$ cat config.mk
export PLATFORM = sky130hd
export DESIGN_NAME = rx_ring_writer
export DESIGN_NICKNAME = d
export VERILOG_FILES = /design/src/rtl/rrw_pkg.sv /design/src/rtl/rrw_dest_filter.sv /design/src/rtl/rrw_events.sv /design/src/rtl/rx_ring_writer.sv
export SDC_FILE = /design/constraint.sdc
export NUM_CORES = 1
export LEC_CHECK = 0
export BUFFER_PORTS_ARGS = -buffer_cell sky130_fd_sc_hd__clkbuf_2
export CORE_MARGIN = 1
export CORE_UTILIZATION = 50
export CTS_CLUSTER_SIZE = 8
export DETAILED_ROUTE_END_ITERATION = 10
export HOLD_SLACK_MARGIN = 0.15
export PLACE_DENSITY = 0.79
export RECOVER_POWER = 100
export SLEW_MARGIN = 30
export SYNTH_ARGS = -nofsm -noshare
export SYNTH_HDL_FRONTEND = slang
export SYNTH_SLANG_ARGS = --single-unit
$ cat constraint.sdc
create_clock -name clk -period 8.18 [get_ports clk]
set_input_delay 2.045 -clock clk [delete_from_list [all_inputs] [get_ports clk]]
set_output_delay 2.045 -clock clk [all_outputs]
set_load 0.1 [all_outputs]
$ cat src/rtl/rrw_pkg.sv
package rrw_pkg;
   // control word fields
   localparam int CTRL_RXEN    = 4;
   localparam int CTRL_NOBC    = 8;
   localparam int CTRL_PROM    = 11;
   localparam int CTRL_LEN_LSB = 24;
   localparam int RING_W       = 8;

   // descriptor info word fields
   localparam int INFO_OWN   = 31;
   localparam int INFO_LAST  = 17;
   localparam int INFO_FIRST = 16;
   localparam int LEN_W      = 11;
   localparam int DESC_SHIFT = 3;   // 8 bytes per descriptor

   // status bits
   localparam int STAT_RX   = 1;
   localparam int STAT_MISS = 4;

   // destination address header
   localparam int HDR_N  = 6;
   localparam int HDR_IW = $clog2(HDR_N + 1);

   typedef enum logic [3:0] {
      ST_IDLE,
      ST_HDR,
      ST_FILT,
      ST_RD_INFO,
      ST_RD_PTR,
      ST_CHK,
      ST_WRITE,
      ST_WB,
      ST_DISCARD
   } rrw_state_e;

   function automatic logic [31:0] info_word(input logic first, input logic last,
                                             input logic [LEN_W-1:0] len);
      logic [31:0] w;
      w = '0;
      w[INFO_FIRST]  = first;
      w[INFO_LAST]   = last;
      w[LEN_W-1:0]   = len;
      return w;
   endfunction
endpackage

$ cat src/rtl/rrw_dest_filter.sv
module rrw_dest_filter
   import rrw_pkg::*;
(
   input  logic              clk,
   input  logic              rst_n,
   input  logic              cap_en,
   input  logic [HDR_IW-1:0] cap_idx,
   input  logic [7:0]        cap_byte,
   input  logic [HDR_IW-1:0] rd_idx,
   output logic [7:0]        rd_byte,
   input  logic [31:0]       sta_lo,
   input  logic [15:0]       sta_hi,
   input  logic              no_bcast,
   input  logic              promisc,
   output logic              accept
);
   logic [8*HDR_N-1:0] sta_flat;
   logic [7:0]         hb [HDR_N];
   logic [HDR_N-1:0]   is_sta;
   logic [HDR_N-1:0]   is_ff;

   assign sta_flat = {sta_hi, sta_lo};

   for (genvar i = 0; i < HDR_N; i++) begin : g_hdr
      always_ff @(posedge clk or negedge rst_n) begin
         if (!rst_n)                                 hb[i] <= '0;
         else if (cap_en && cap_idx == HDR_IW'(i))   hb[i] <= cap_byte;
      end
      assign is_sta[i] = (hb[i] == sta_flat[8*i +: 8]);
      assign is_ff[i]  = &hb[i];
   end

   always_comb begin
      rd_byte = '0;
      for (int i = 0; i < HDR_N; i++)
         if (rd_idx == HDR_IW'(i)) rd_byte = hb[i];
   end

   assign accept = promisc | (&is_sta) | ((&is_ff) & ~no_bcast);
endmodule

$ cat src/rtl/rrw_events.sv
module rrw_events #(
   parameter int MISS_W = 32
) (
   input  logic              clk,
   input  logic              rst_n,
   input  logic              rx_done,
   input  logic              miss_inc,
   input  logic              clr_rx,
   input  logic              clr_miss,
   output logic              rx_flag,
   output logic              miss_flag,
   output logic [MISS_W-1:0] miss_count
);
   always_ff @(posedge clk or negedge rst_n) begin
      if (!rst_n) begin
         rx_flag    <= 1'b0;
         miss_flag  <= 1'b0;
         miss_count <= '0;
      end else begin
         if (rx_done)     rx_flag <= 1'b1;
         else if (clr_rx) rx_flag <= 1'b0;

         if (miss_inc) miss_count <= miss_count + 1'b1;

         if (miss_inc && (&miss_count)) miss_flag <= 1'b1;
         else if (clr_miss)             miss_flag <= 1'b0;
      end
   end
endmodule

$ cat src/rtl/rx_ring_writer.sv
module rx_ring_writer
   import rrw_pkg::*;
#(
   parameter int AW     = 32,
   parameter int MISS_W = 32
) (
   input  logic              clk,
   input  logic              rst_n,
   input  logic [31:0]       cfg_ctrl,
   input  logic [AW-1:0]     cfg_ring_base,
   input  logic [31:0]       cfg_addr_lo,
   input  logic [15:0]       cfg_addr_hi,
   input  logic              s_valid,
   input  logic [7:0]        s_data,
   input  logic              s_last,
   output logic              s_ready,
   output logic              mem_rd,
   output logic              mem_wr,
   output logic [AW-1:0]     mem_addr,
   output logic [31:0]       mem_wdata,
   output logic [3:0]        mem_wstrb,
   input  logic [31:0]       mem_rdata,
   output logic [31:0]       stat_o,
   input  logic [31:0]       stat_w1c,
   output logic [MISS_W-1:0] miss_count
);
   if (AW < 12 || AW > 32) begin : g_bad_aw
      $error("rx_ring_writer: AW must lie in 12..32");
   end
   if (MISS_W < 2) begin : g_bad_miss
      $error("rx_ring_writer: MISS_W must be at least 2");
   end

   localparam logic [HDR_IW-1:0] HDR_END = HDR_IW'(HDR_N);
   localparam logic [HDR_IW-1:0] HDR_TOP = HDR_IW'(HDR_N - 1);

   rrw_state_e        state;
   logic [HDR_IW-1:0] hcnt, rp;
   logic              hdr_last;
   logic [RING_W-1:0] idx, idx_nxt;
   logic [LEN_W-1:0]  cap, cnt;
   logic              own;
   logic [AW-1:0]     ptr;
   logic              first_q, last_q;

   logic [RING_W-1:0] ring_len;
   logic              rx_en, no_bcast, promisc;
   logic [AW-1:0]     desc_addr, buf_addr;
   logic              replaying, src_have, src_last, byte_fire;
   logic [7:0]        src_byte, hdr_byte;
   logic              accept, cap_en;
   logic [HDR_IW-1:0] cap_idx;
   logic              rx_done, miss_inc, rx_flag, miss_flag;
   logic              ctrl_unused;

   assign ring_len = cfg_ctrl[CTRL_LEN_LSB +: RING_W];
   assign rx_en    = cfg_ctrl[CTRL_RXEN];
   assign no_bcast = cfg_ctrl[CTRL_NOBC];
   assign promisc  = cfg_ctrl[CTRL_PROM];
   assign ctrl_unused = ^{cfg_ctrl[23:12], cfg_ctrl[10:9], cfg_ctrl[7:5], cfg_ctrl[3:0],
                          stat_w1c[31:5], stat_w1c[3:2], stat_w1c[0]};

   assign desc_addr = cfg_ring_base + (AW'(idx) << DESC_SHIFT);
   assign buf_addr  = ptr + AW'(cnt);
   assign idx_nxt   = (idx + 1'b1 == ring_len) ? '0 : idx + 1'b1;

   // byte source: header replay first, then live stream
   assign replaying = (rp < HDR_END);
   assign src_byte  = replaying ? hdr_byte : s_data;
   assign src_have  = replaying | s_valid;
   assign src_last  = replaying ? ((rp == HDR_TOP) & hdr_last) : s_last;
   assign byte_fire = (state == ST_WRITE) & src_have;

   assign s_ready = (state == ST_IDLE) | (state == ST_HDR) | (state == ST_DISCARD) |
                    ((state == ST_WRITE) & ~replaying);

   assign cap_en  = ((state == ST_IDLE) & s_valid & rx_en) | ((state == ST_HDR) & s_valid);
   assign cap_idx = (state == ST_IDLE) ? '0 : hcnt;

   rrw_dest_filter u_filter (
      .clk      (clk),
      .rst_n    (rst_n),
      .cap_en   (cap_en),
      .cap_idx  (cap_idx),
      .cap_byte (s_data),
      .rd_idx   (rp),
      .rd_byte  (hdr_byte),
      .sta_lo   (cfg_addr_lo),
      .sta_hi   (cfg_addr_hi),
      .no_bcast (no_bcast),
      .promisc  (promisc),
      .accept   (accept)
   );

   // memory port
   always_comb begin
      mem_rd    = 1'b0;
      mem_wr    = 1'b0;
      mem_addr  = desc_addr;
      mem_wdata = {4{src_byte}};
      mem_wstrb = 4'b0001 << buf_addr[1:0];
      unique case (state)
         ST_RD_INFO: mem_rd = 1'b1;
         ST_RD_PTR: begin
            mem_rd   = 1'b1;
            mem_addr = desc_addr + AW'(4);
         end
         ST_WRITE: begin
            mem_wr   = src_have;
            mem_addr = buf_addr;
         end
         ST_WB: begin
            mem_wr    = 1'b1;
            mem_wdata = info_word(first_q, last_q, cnt);
            mem_wstrb = 4'hF;
         end
         default: ;
      endcase
   end

   assign rx_done  = (state == ST_WB) & last_q;
   assign miss_inc = (state == ST_CHK) & ~own;

   always_ff @(posedge clk or negedge rst_n) begin
      if (!rst_n) begin
         state    <= ST_IDLE;
         hcnt     <= '0;
         rp       <= '0;
         hdr_last <= 1'b0;
         idx      <= '0;
         cap      <= '0;
         cnt      <= '0;
         own      <= 1'b0;
         ptr      <= '0;
         first_q  <= 1'b0;
         last_q   <= 1'b0;
      end else begin
         unique case (state)
            ST_IDLE: if (s_valid) begin
               if (!rx_en) begin
                  if (!s_last) state <= ST_DISCARD;
               end else if (!s_last) begin
                  hcnt  <= HDR_IW'(1);
                  state <= ST_HDR;
               end
            end
            ST_HDR: if (s_valid) begin
               if (hcnt == HDR_TOP) begin
                  hdr_last <= s_last;
                  state    <= ST_FILT;
               end else if (s_last) begin
                  state <= ST_IDLE;
               end else begin
                  hcnt <= hcnt + 1'b1;
               end
            end
            ST_FILT: begin
               if (accept) begin
                  first_q <= 1'b1;
                  rp      <= '0;
                  state   <= ST_RD_INFO;
               end else begin
                  state <= hdr_last ? ST_IDLE : ST_DISCARD;
               end
            end
            ST_RD_INFO: state <= ST_RD_PTR;
            ST_RD_PTR: begin
               cap   <= mem_rdata[LEN_W-1:0];
               own   <= mem_rdata[INFO_OWN];
               state <= ST_CHK;
            end
            ST_CHK: begin
               ptr <= mem_rdata[AW-1:0];
               cnt <= '0;
               if (own)                        state <= ST_WRITE;
               else if (replaying && hdr_last) state <= ST_IDLE;
               else                            state <= ST_DISCARD;
            end
            ST_WRITE: if (byte_fire) begin
               cnt <= cnt + 1'b1;
               if (replaying) rp <= rp + 1'b1;
               if (src_last) begin
                  last_q <= 1'b1;
                  state  <= ST_WB;
               end else if (cnt + 1'b1 == cap) begin
                  last_q <= 1'b0;
                  state  <= ST_WB;
               end
            end
            ST_WB: begin
               idx     <= idx_nxt;
               first_q <= 1'b0;
               state   <= last_q ? ST_IDLE : ST_RD_INFO;
            end
            ST_DISCARD: if (s_valid && s_last) state <= ST_IDLE;
            default: state <= ST_IDLE;
         endcase
      end
   end

   rrw_events #(.MISS_W(MISS_W)) u_events (
      .clk        (clk),
      .rst_n      (rst_n),
      .rx_done    (rx_done),
      .miss_inc   (miss_inc),
      .clr_rx     (stat_w1c[STAT_RX]),
      .clr_miss   (stat_w1c[STAT_MISS]),
      .rx_flag    (rx_flag),
      .miss_flag  (miss_flag),
      .miss_count (miss_count)
   );

   always_comb begin
      stat_o            = '0;
      stat_o[STAT_RX]   = rx_flag;
      stat_o[STAT_MISS] = miss_flag;
   end
endmodule

; ---- Word level (Yosys, flattened, before mapping)
; Index checks and enable logic that the tools add are counted.
[totals]
word_cells = 171
output_inout_bits = 135
input_bits = 188
reg_bits = 158
[op_classes]
magnitude_cmp = 1
shift = 1
reduce_logical = 30
bitwise = 19
eq_ne = 39
add_sub_neg = 8
mux = 53
[op_table]
columns = op, n
row1 = 32-bit by 11-bit adder with 32-bit output, 2
row2 = 4-bit two-way mux, 16
row3 = 8-bit two-way mux, 8
row4 = 32-bit case mux with 2 select lines, 1
row5 = 8-bit equality test, 7
row6 = 48-bit AND reduction, 1
row7 = 4-bit case mux with 9 select lines, 1
row8 = 32-bit by 1-bit adder with 32-bit output (second input constant), 1
row9 = 32-bit by 3-bit adder with 32-bit output (second input constant), 1
row10 = 32-bit two-way mux, 1
row11 = 32-bit AND reduction, 1
row12 = 3-bit two-way mux, 10
row13 = 11-bit case mux with 2 select lines, 1
row14 = 2-bit inequality test (second input constant), 9
row15 = 4-bit by 3-bit equality test with 1-bit output (second input constant), 4
row16 = 3-bit equality test (second input constant), 5
row17 = 7-bit AND reduction, 2
row18 = 2-bit nonzero test, 7
row19 = 3-bit by 2-bit equality test with 1-bit output (second input constant), 4
row20 = 3-bit case mux with 2 select lines, 2
row21 = 11-bit by 1-bit adder with 11-bit output (second input constant), 1
row22 = 11-bit equality test, 1
row23 = 11-bit two-way mux, 1
row24 = 1-bit AND, 9
row25 = 23 further kinds, 55

; ---- Depth between registers and ports, before layout
; Gate-level depths: netlist of run 1.
[logic_depth]
word_depth = 9
ltp_mapped = 14
mapped_depth_nobuf = 12

; ---- Modules after synthesis
; Synthesis of run 1 repeated with hierarchy kept, for this count alone.
[hier_totals]
hier_cells = 1405
hier_area_um2 = 11977.7
[modules_own_cells]
columns = mod, instances, area_per_inst_um2, cells_each, seq_area_each_um2
row1 = rx_ring_writer, 1, 7586.0, 1027, 1901.8
row2 = rrw_dest_filter, 1, 2866.5, 248, 1201.2
row3 = rrw_events, 1, 1525.2, 130, 850.8

; ---- Least setup slack after synthesis of run 1
; No wires, ideal clock.
[synth_path]
path_kind = input port to output port
start = input port cfg_ring_base[3]
end = output port mem_addr[24]
slack_ps = -588
path_buffers = 0
t_required_ps = 6135
stages = 11
t_arrival_ps = 6723
cell_sequence = ha_1 -> inv_1 -> fa_1 -> xor2_1 -> or3b_2 -> nor4_1 -> and3_2 -> nor4b_4 -> and2_1 -> a21oi_1 -> a311oi_1
[synth_via]
elab_chain_len = 3
[synth_lines]
columns = element, line_no
row1 = from (decl), rx_ring_writer.sv:10  ; input logic [AW-1:0] cfg_ring_base,
row2 = 32-bit by 11-bit adder with 32-bit output *, rx_ring_writer.sv:63  ; assign desc_addr = cfg_ring_base + (AW'(idx) << DESC_SHIFT);
row3 = 32-bit by 3-bit adder with 32-bit output, rx_ring_writer.sv:106  ; mem_addr = desc_addr + AW'(4);
row4 = 32-bit case mux with 2 select lines *, rx_ring_writer.sv:102  ; unique case (state)
row5 = to (decl), rx_ring_writer.sv:19  ; output logic [AW-1:0] mem_addr,
; Mark *: on every way between the ends. The rest lies on a longest branch, timed or not.

; ---- Final worst setup path of run 1
; Ends and elaborated chain as after synthesis.

==> summary.md, run 1 <==
| Metric | Value |
|---|---|
| Final Instance Count excl. Fillers | 1,851 |
| Cell count after placement | 1,818 |
| Total gr overflow | 0 |
| Number of cell rows | 55 |
| Clock H-tree levels | 4 |
| Total Routing Usage GR | 28.2% |
| Psw | between 2000 and 3000 uW |
| WP data arrival | 5.71 ns |
| Synth Register Bits | 158 |
| Synth-to-Final Area Change | 14.2% |
| Routability cong. | 0.986 |
| PwrDens | 351 mW/mm^2 |
| Largest net degree at the start of global routing | 99 |
| I/O pins | roughly 320 |
| Drc violations | 0 |
| Num CTS Buffers | 17 |
| Failing checks | capacitance limit, slew limit |
| Dpl hpwl | between 20,000 and 30,000 um |
| Max Root-Sink Buffers | 2 |
| Unique masters post-synth | 87 |
| Synth Instances | 1,353 |
| Fin nets | 1,772 |
| Vias in the first global route | about 10,000 |
| Status | finished, violations left |
| Seq pwr share | about a quarter |
| CTS tree | built |
| Most common cell after layout, fill and taps aside | nand2_1 |
| Hold buffer count at CTS | 0 |
| Combinational share of power | 55.9% |
| Largest stage delay, worst path | 0.55 ns |
| Worst skew pair latency | roughly 0.44 ns |
| Post CTS Setup Buffer Count | 0 |
| WP data required | 6.14 ns |
| CP endpoint kind | output port |
| F_max | 129 MHz |
| Initial antenna violation count | 1 |
| Root Buffer | clkbuf_16 |
| Commonest cells after routing, fill and taps aside | nand2_1 (247), dfrtp_1 (158), clkbuf_2 (126) |
| Wire length of the first global-routing pass | 53,400 um |
| Port bufs | 241 |
| Delay-heaviest family, CP | simple AND/OR/NAND/NOR gates |
| Post-route clock period utilization | 94.8% |
| Die Y-Extent | about 150 um |
| Period minus WS final | just under 8 ns |
| Post-route ant nets | 0 |
| CP startpoint kind | primary input |
| Post_cts resized | 0 |
| Vias | 10,900 |
| Slew margin rel. | -249% |
| Pins Over Slew Limit | 145 |
| Async SR Flop Fraction | 100% |
| CTS Sinks | 158 |
| Sequential fraction of the synthesis area | around a third |
| Setup_tns | 0 ns |
| CP max stage cell | or3b_2 |
| Worst path cell trace | clkbuf_1 > ha_1 > inv_1 > fa_1 > xor2_1 > or3b_2 > nor4_1 > and3_2 > nor4b_2 > and2_1 > a21oi_1 > a311oi_2 > clkbuf_2 |
| Leak | 0.00600 uW |
| Cell Area, Synth | 0.0116 sq mm |
| Initial Utilization | around half |
| DR WL/cell | 18.0 um |
| Clock power frac | ~18% |
| Die width | 154 um |
| CP Max Fanout | 6 |
| Worst-path clk slew | 0.06 ns |
| CORE AREA | 0.0227 sq mm |
| Worst hold path class | flop to flop |
| Slew @ Worst Pin | between 5 and 6 ns |
| Filler cell count | 2,079 |
| Die ar. | 0.0238 sq mm |
| Tot Pwr | about 4600 uW |
| Drt first pass iters | 7 |
| DR iter-0 viols | 1,035 |
| RSZ-0062 raised after global routing | no |
| Top_reg_cell synth | dfrtp_1 |
| Largest vdd supply drop | about 0.77 mV |
| Post-synth EDFFs | 0 |
| Final hold violation count | 0 |
| CP bufs+invs | 3 |
| Final WL | 33,200 um |
| Avg Cell Area, Syn | 8.58 sq um |
| Vias/cell | between 5 and 6 |
| Setup violations, final | 0 |
| Setup CP Type | primary input to output port |
| Sw Ratio | 57.8% |
| Share of layout cells above drive strength 1 | 15.9% |
| Synth warn | 0 |
| Final Skew | 0.0195 ns |
| Max cap viols | 3 |
| Int Power | 1960 uW |
-- through the flow --
| step | worst slack, ns | cell area [sq um] | hold slack (ns) | util (%) |
|---|---|---|---|---|
| global placement | 0.637 | 12800 | 0.462 | 56.5 |
| detailed placement | 0.588 | 12800 | 0.468 | 56.5 |
| floorplan | 0.136 | 11700 | 0.450 | - |
| finish | 0.422 | 13300 | 0.481 | 58.4 |
| CTS | 0.590 | 13500 | 0.484 | 59.3 |
| global route | 0.197 | 13300 | 0.493 | 58.4 |
-- final cells by class --
class                   instances  area, sq um  share of cell area [%]
repair buffers                248         1100                    8.32
diodes                          1         2.50                  0.0189
flip-flops and latches        158         3950                    29.8
well taps                     285          357                    2.69
inverters                      27          101                   0.764
clock buffers                  18          439                    3.31
multi-input cells            1100         7120                    53.7
clock inverters                14          180                    1.36
-- flip-flops by register name (all words and copies together) (netlist names) --
name / cells
first_q: 1
cnt: 11
u_filter.hb: 48
u_events.miss_flag: 1
rp: 3
u_events.miss_count: 32
cap: 11
last_q: 1
u_events.rx_flag: 1
own: 1
hcnt: 3
state: 4
idx: 8
hdr_last: 1
ptr: 32
-- synthesized netlist by cell type, types with 14 or more instances --
cell        n  area share (%)
and3_1     21             1.1
nand4_1    29             1.6
nor4_1     19             1.0
dfrtp_1   158              34
nand2_1   247             8.0
xor2_1     98             7.4
buf_4      47             3.0
o21ai_0    74             3.2
a21o_1     14            0.91
inv_1      27            0.87
a21oi_1    53             2.3
nor3_1     21            0.91
clkbuf_1   47             1.5
xnor2_1    80             6.0
ha_1       30             3.2
nor2_1     89             2.9
nand3_1    42             1.8
mux2_2     52             5.0
-- per-layer routing --
metal  track usage, %  part of all wire [%]  routed length (um)
met1             38.8                    44               14700
met2             44.4                    45               15000
met3             4.40                   7.1                2350
met4             11.4                   3.5                1160
met5                0                     0                   0
-- power by group through the flow --
stage               Combinational, uW  Sequential [uW]  Clock [uW]
floorplan                        2280             1150           0
global placement                 2590             1210           0
detailed placement               2630             1220           0
CTS                              2640             1210         840
global route                     2730             1240         873
finish                           2600             1220         832
-- worst reg2reg max path, stage by stage, from the launching register on --
cell	delay [ns]
dfrtp_1	0.55
nor2_1	0.35
and2_0	0.97
nand2_1	0.89
a21oi_1	0.72
nor2_1	0.27
o21ai_0	0.23
o21ai_0	0.12
-- logic make-up after synthesis --
group / Yosys count / share of synthesized area [%]
and+or+nand+nor: 544 / 22.8
AOI/OAI and AO/OA: 260 / 15.0
xor gates and xnor gates: 180 / 13.8
DFF: 158 / 34.1
buffers and inverters: 124 / 5.55
muxes: 54 / 5.22
adders and majority gates: 32 / 3.58
other: 1 / 0.0323
-- final timing paths --
check | start | end | slack (ns) | cells past startpoint
max | cfg_ring_base[3] | mem_addr[24] | 0.42 | 13
min | ptr[8] | ptr[8] | 0.48 | 2
max reg2reg | state[0] | cnt[7] | 3.94 | 7
min reg2reg | ptr[8] | ptr[8] | 0.48 | 2
max in group asynchronous | rst_n | ptr[6] | 1.74 | 1
min in group asynchronous | rst_n | u_events.miss_count[10] | 3.49 | 1
No activity file was read; power rests on OpenSTA's default activity.
==> inputs of run 2 (changes only) <==
--- a/config.mk
+++ b/config.mk
@@ -13,6 +13,7 @@
 export HOLD_SLACK_MARGIN = 0.15
 export PLACE_DENSITY = 0.79
 export RECOVER_POWER = 100
+export REMOVE_ABC_BUFFERS = 1
 export SLEW_MARGIN = 30
 export SYNTH_ARGS = -nofsm -noshare
 export SYNTH_HDL_FRONTEND = slang
==> run 2 against run 1 <==
  * The run still ends with capacitance limit, slew limit left
  * Register-to-register slack worse by 0.20 ns
  * Non-clock buffer count down 1
  * Critical path depth unchanged
  * Sequential share of layout area increased by 0.068 points
==> summary.md, run 2 (same netlist as run 1, synthesis figures left out) <==
| Metric | Value |
|---|---|
| Root Buffer | clkbuf_16 |
| CP endpoint kind | output port |
| PwrDens | 348 mW/mm^2 (-0.63%) |
| Setup CP Type | primary input to output port |
| Register area | 0.00395 sq mm (unchanged) |
| Share of layout cells above drive strength 1 | 16.1% (+0.20 points) |
| Drc violations | 0 (unchanged) |
| Die width | 154 um (unchanged) |
| Clock power frac | 17.7% (-0.2 points) |
| Vias/cell | 5.80 (-1.2%) |
| Most common cell after layout, fill and taps aside | nand2_1 |
| Post_cts resized | 0 (unchanged) |
| Final Instance Count excl. Fillers | 1,849 (-0.11%) |
| Max cap viols | 3 (unchanged) |
| Worst skew pair latency | 0.43 ns (about the same) |
| Initial antenna violation count | 0 (-1) |
| Status | finished, violations left |
| Largest stage delay, worst path | 0.54 ns (about the same) |
| Wire length of the first global-routing pass | 52,200 um (-2.3%) |
| Setup violations, final | 0 (unchanged) |
| Final design utilization | 58.3% (-0.13 points) |
| Slew margin rel. | -237% (+11 points) |
| WP data arrival | 5.79 ns (+0.08 ns) |
| Drt first pass iters | 7 (unchanged) |
| Die Y-Extent | 154 um (unchanged) |
| Num CTS Buffers | 17 (unchanged) |
| CP max stage cell | or3b_2 |
| Synth-to-Final Area Change | 13.9% |
| Post CTS Setup Buffer Count | 0 (unchanged) |
| Multi-input logic area | 0.00711 sq mm (-0.12%) |
| Sw Ratio | 57.4% (-0.37 points) |
| Fin nets | 1,771 (-0.056%) |
| RR Startpoint | state[0] |
| CORE AREA | 0.0227 sq mm (unchanged) |
| Failing checks | capacitance limit, slew limit |
| Commonest cells after routing, fill and taps aside | nand2_1 (247), dfrtp_1 (158), clkbuf_2 (134) |
| Final WL | 32,400 um (-2.4%) |
| Initial Utilization | 51.1% (unchanged) |
| CTS Sinks | 158 (unchanged) |
| Dpl hpwl | 24,300 um (-3.1%) |
| Largest net degree at the start of global routing | 96 (-3.0%) |
| Largest Register | u_filter.hb |
| CP startpoint kind | primary input |
| Int Power | 1960 uW (about the same) |
| Critical Path Start | cfg_ring_base[3] |
| Leak | 0.00600 uW (about the same) |
| Total gr overflow | 0 (unchanged) |
| CP bufs+invs | 3 (unchanged) |
| CP Max Fanout | 6 (unchanged) |
| Total Routing Usage GR | 27.6% (-0.60 points) |
| Period minus WS final | 7.84 ns (+0.0798 ns) |
| Final hold violation count | 0 (unchanged) |
| Layout Cell Area excl Fill | 0.0132 sq mm (-0.23%) |
| DR iter-0 viols | 810 (-22%) |
| DR WL/cell | 17.5 um (-2.3%) |
| CTS tree | built |
| Final Skew | 0.0107 ns (-0.00880 ns) |
| Post-route clock period utilization | 95.8% (+0.98 points) |
| Post-DP Area | 0.0128 sq mm (-0.21%) |
| I/O pins | 323 (unchanged) |
| Largest vdd supply drop | 0.771 mV (+0.84%) |
| Die ar. | 0.0238 sq mm (unchanged) |
| Cell count after placement | 1,817 (-0.055%) |
| Number of cell rows | 55 (unchanged) |
| Vias | 10,700 (-1.3%) |
| Setup_tns | 0 ns (unchanged) |
| Worst path cell trace | clkbuf_2 > ha_1 > inv_1 > fa_1 > xor2_1 > or3b_2 > nor4_1 > and3_1 > nor4b_4 > and2_0 > a21oi_1 > a311oi_1 > clkbuf_2 |
| Combinational share of power | 55.9% (about the same) |
| Post-route ant nets | 0 (unchanged) |
| Port bufs | 241 (unchanged) |
| Most frequent CP cell | clkbuf_2 |
| Slew @ Worst Pin | 5.06 ns (-0.169 ns) |
| Clock H-tree levels | 4 (unchanged) |
| Biggest regs | u_filter.hb x48, ptr x32, u_events.miss_count x32 |
| WP data required | 6.14 ns (about the same) |
| Antenna cells | 0 (-1) |
| Delay-heaviest family, CP | simple AND/OR/NAND/NOR gates |
| Seq pwr share | 26.3% (about the same) |
| Hold buffer count at CTS | 0 (unchanged) |
| F_max | 128 MHz (-1.0%) |
| Hold path startpoint | ptr[0] |
| Filler cell count | 2,106 (+1.3%) |
| Max Root-Sink Buffers | 2 (unchanged) |
| Psw | 2650 uW (-1.5%) |
| Worst hold path class | flop to flop |
| Pins Over Slew Limit | 114 (-21%) |
| Vias in the first global route | 10,200 (-2.2%) |
| Routability cong. | 0.927 (-6.0%) |
| RSZ-0062 raised after global routing | no |
| Worst-path clk slew | 0.07 ns (about the same) |
| Largest register FFs | 48 (unchanged) |
==> run 2: cell count changes in the layout (fill, tap and decap cells not counted), moves of 2 or more <==
cell	before	now
clkinv_8	2	0
o21ai_0	72	76
clkbuf_1	118	111
clkbuf_2	126	134
o21ai_1	6	2
clkinvlp_4	1	3
clkinv_4	4	1
==> run 2: power by group through the flow <==
stage / Combinational [uW] / Sequential [uW] / Clock [uW]
2_1_floorplan: 2170 / 1160 / 0
6_report: 2580 / 1210 / 817
5_1_grt: 2710 / 1240 / 860
3_3_place_gp: 2580 / 1210 / 0
4_1_cts: 2620 / 1210 / 825
3_5_place_dp: 2610 / 1220 / 0
==> run 2: worst paths after layout <==
kind	end	slack (ns)	depth (start not counted)
min in group asynchronous	u_filter.hb[34]	3.43	1
hold / removal	ptr[0]	0.48	2
setup / recovery	mem_addr[24]	0.34	13
setup reg to reg	cnt[5]	3.74	7
max in group asynchronous	ptr[22]	1.39	2
hold reg to reg	ptr[0]	0.48	2
==> run 2: worst min-delay path, cell delays in order, from the launching register on <==
cell	delay, ns
dfrtp_1	0.35
nand2_1	0.05
nand2_1	0.05
==> run 2: final cells by class <==
class | count | share of cell area, %
clock buffer | 22 | 3.51
tap | 285 | 2.70
timing repair buffer | 247 | 8.40
sequential | 158 | 29.9
multi-input combinational | 1100 | 53.8
inverter | 27 | 0.766
clock inverter | 10 | 0.974
==> run 2: metal layers <==
layer	global-route usage, %	vias up	wire (um)
li1	-	5103	-
met1	36.4	5086	14000
met2	45.2	457	15400
met3	4.96	74	2160
met4	10.4	0	926
met5	0	-	0
==> run 2: metrics by stage <==
stage / setup WS (ns) / hold slack, ns / power, uW
after floorplan: -0.588 / 0.450 / 3330
after global placement: 0.520 / 0.463 / 3790
after detailed placement: 0.510 / 0.469 / 3830
after CTS: 0.485 / 0.484 / 4650
after global routing: 0.132 / 0.508 / 4810
final: 0.342 / 0.483 / 4610
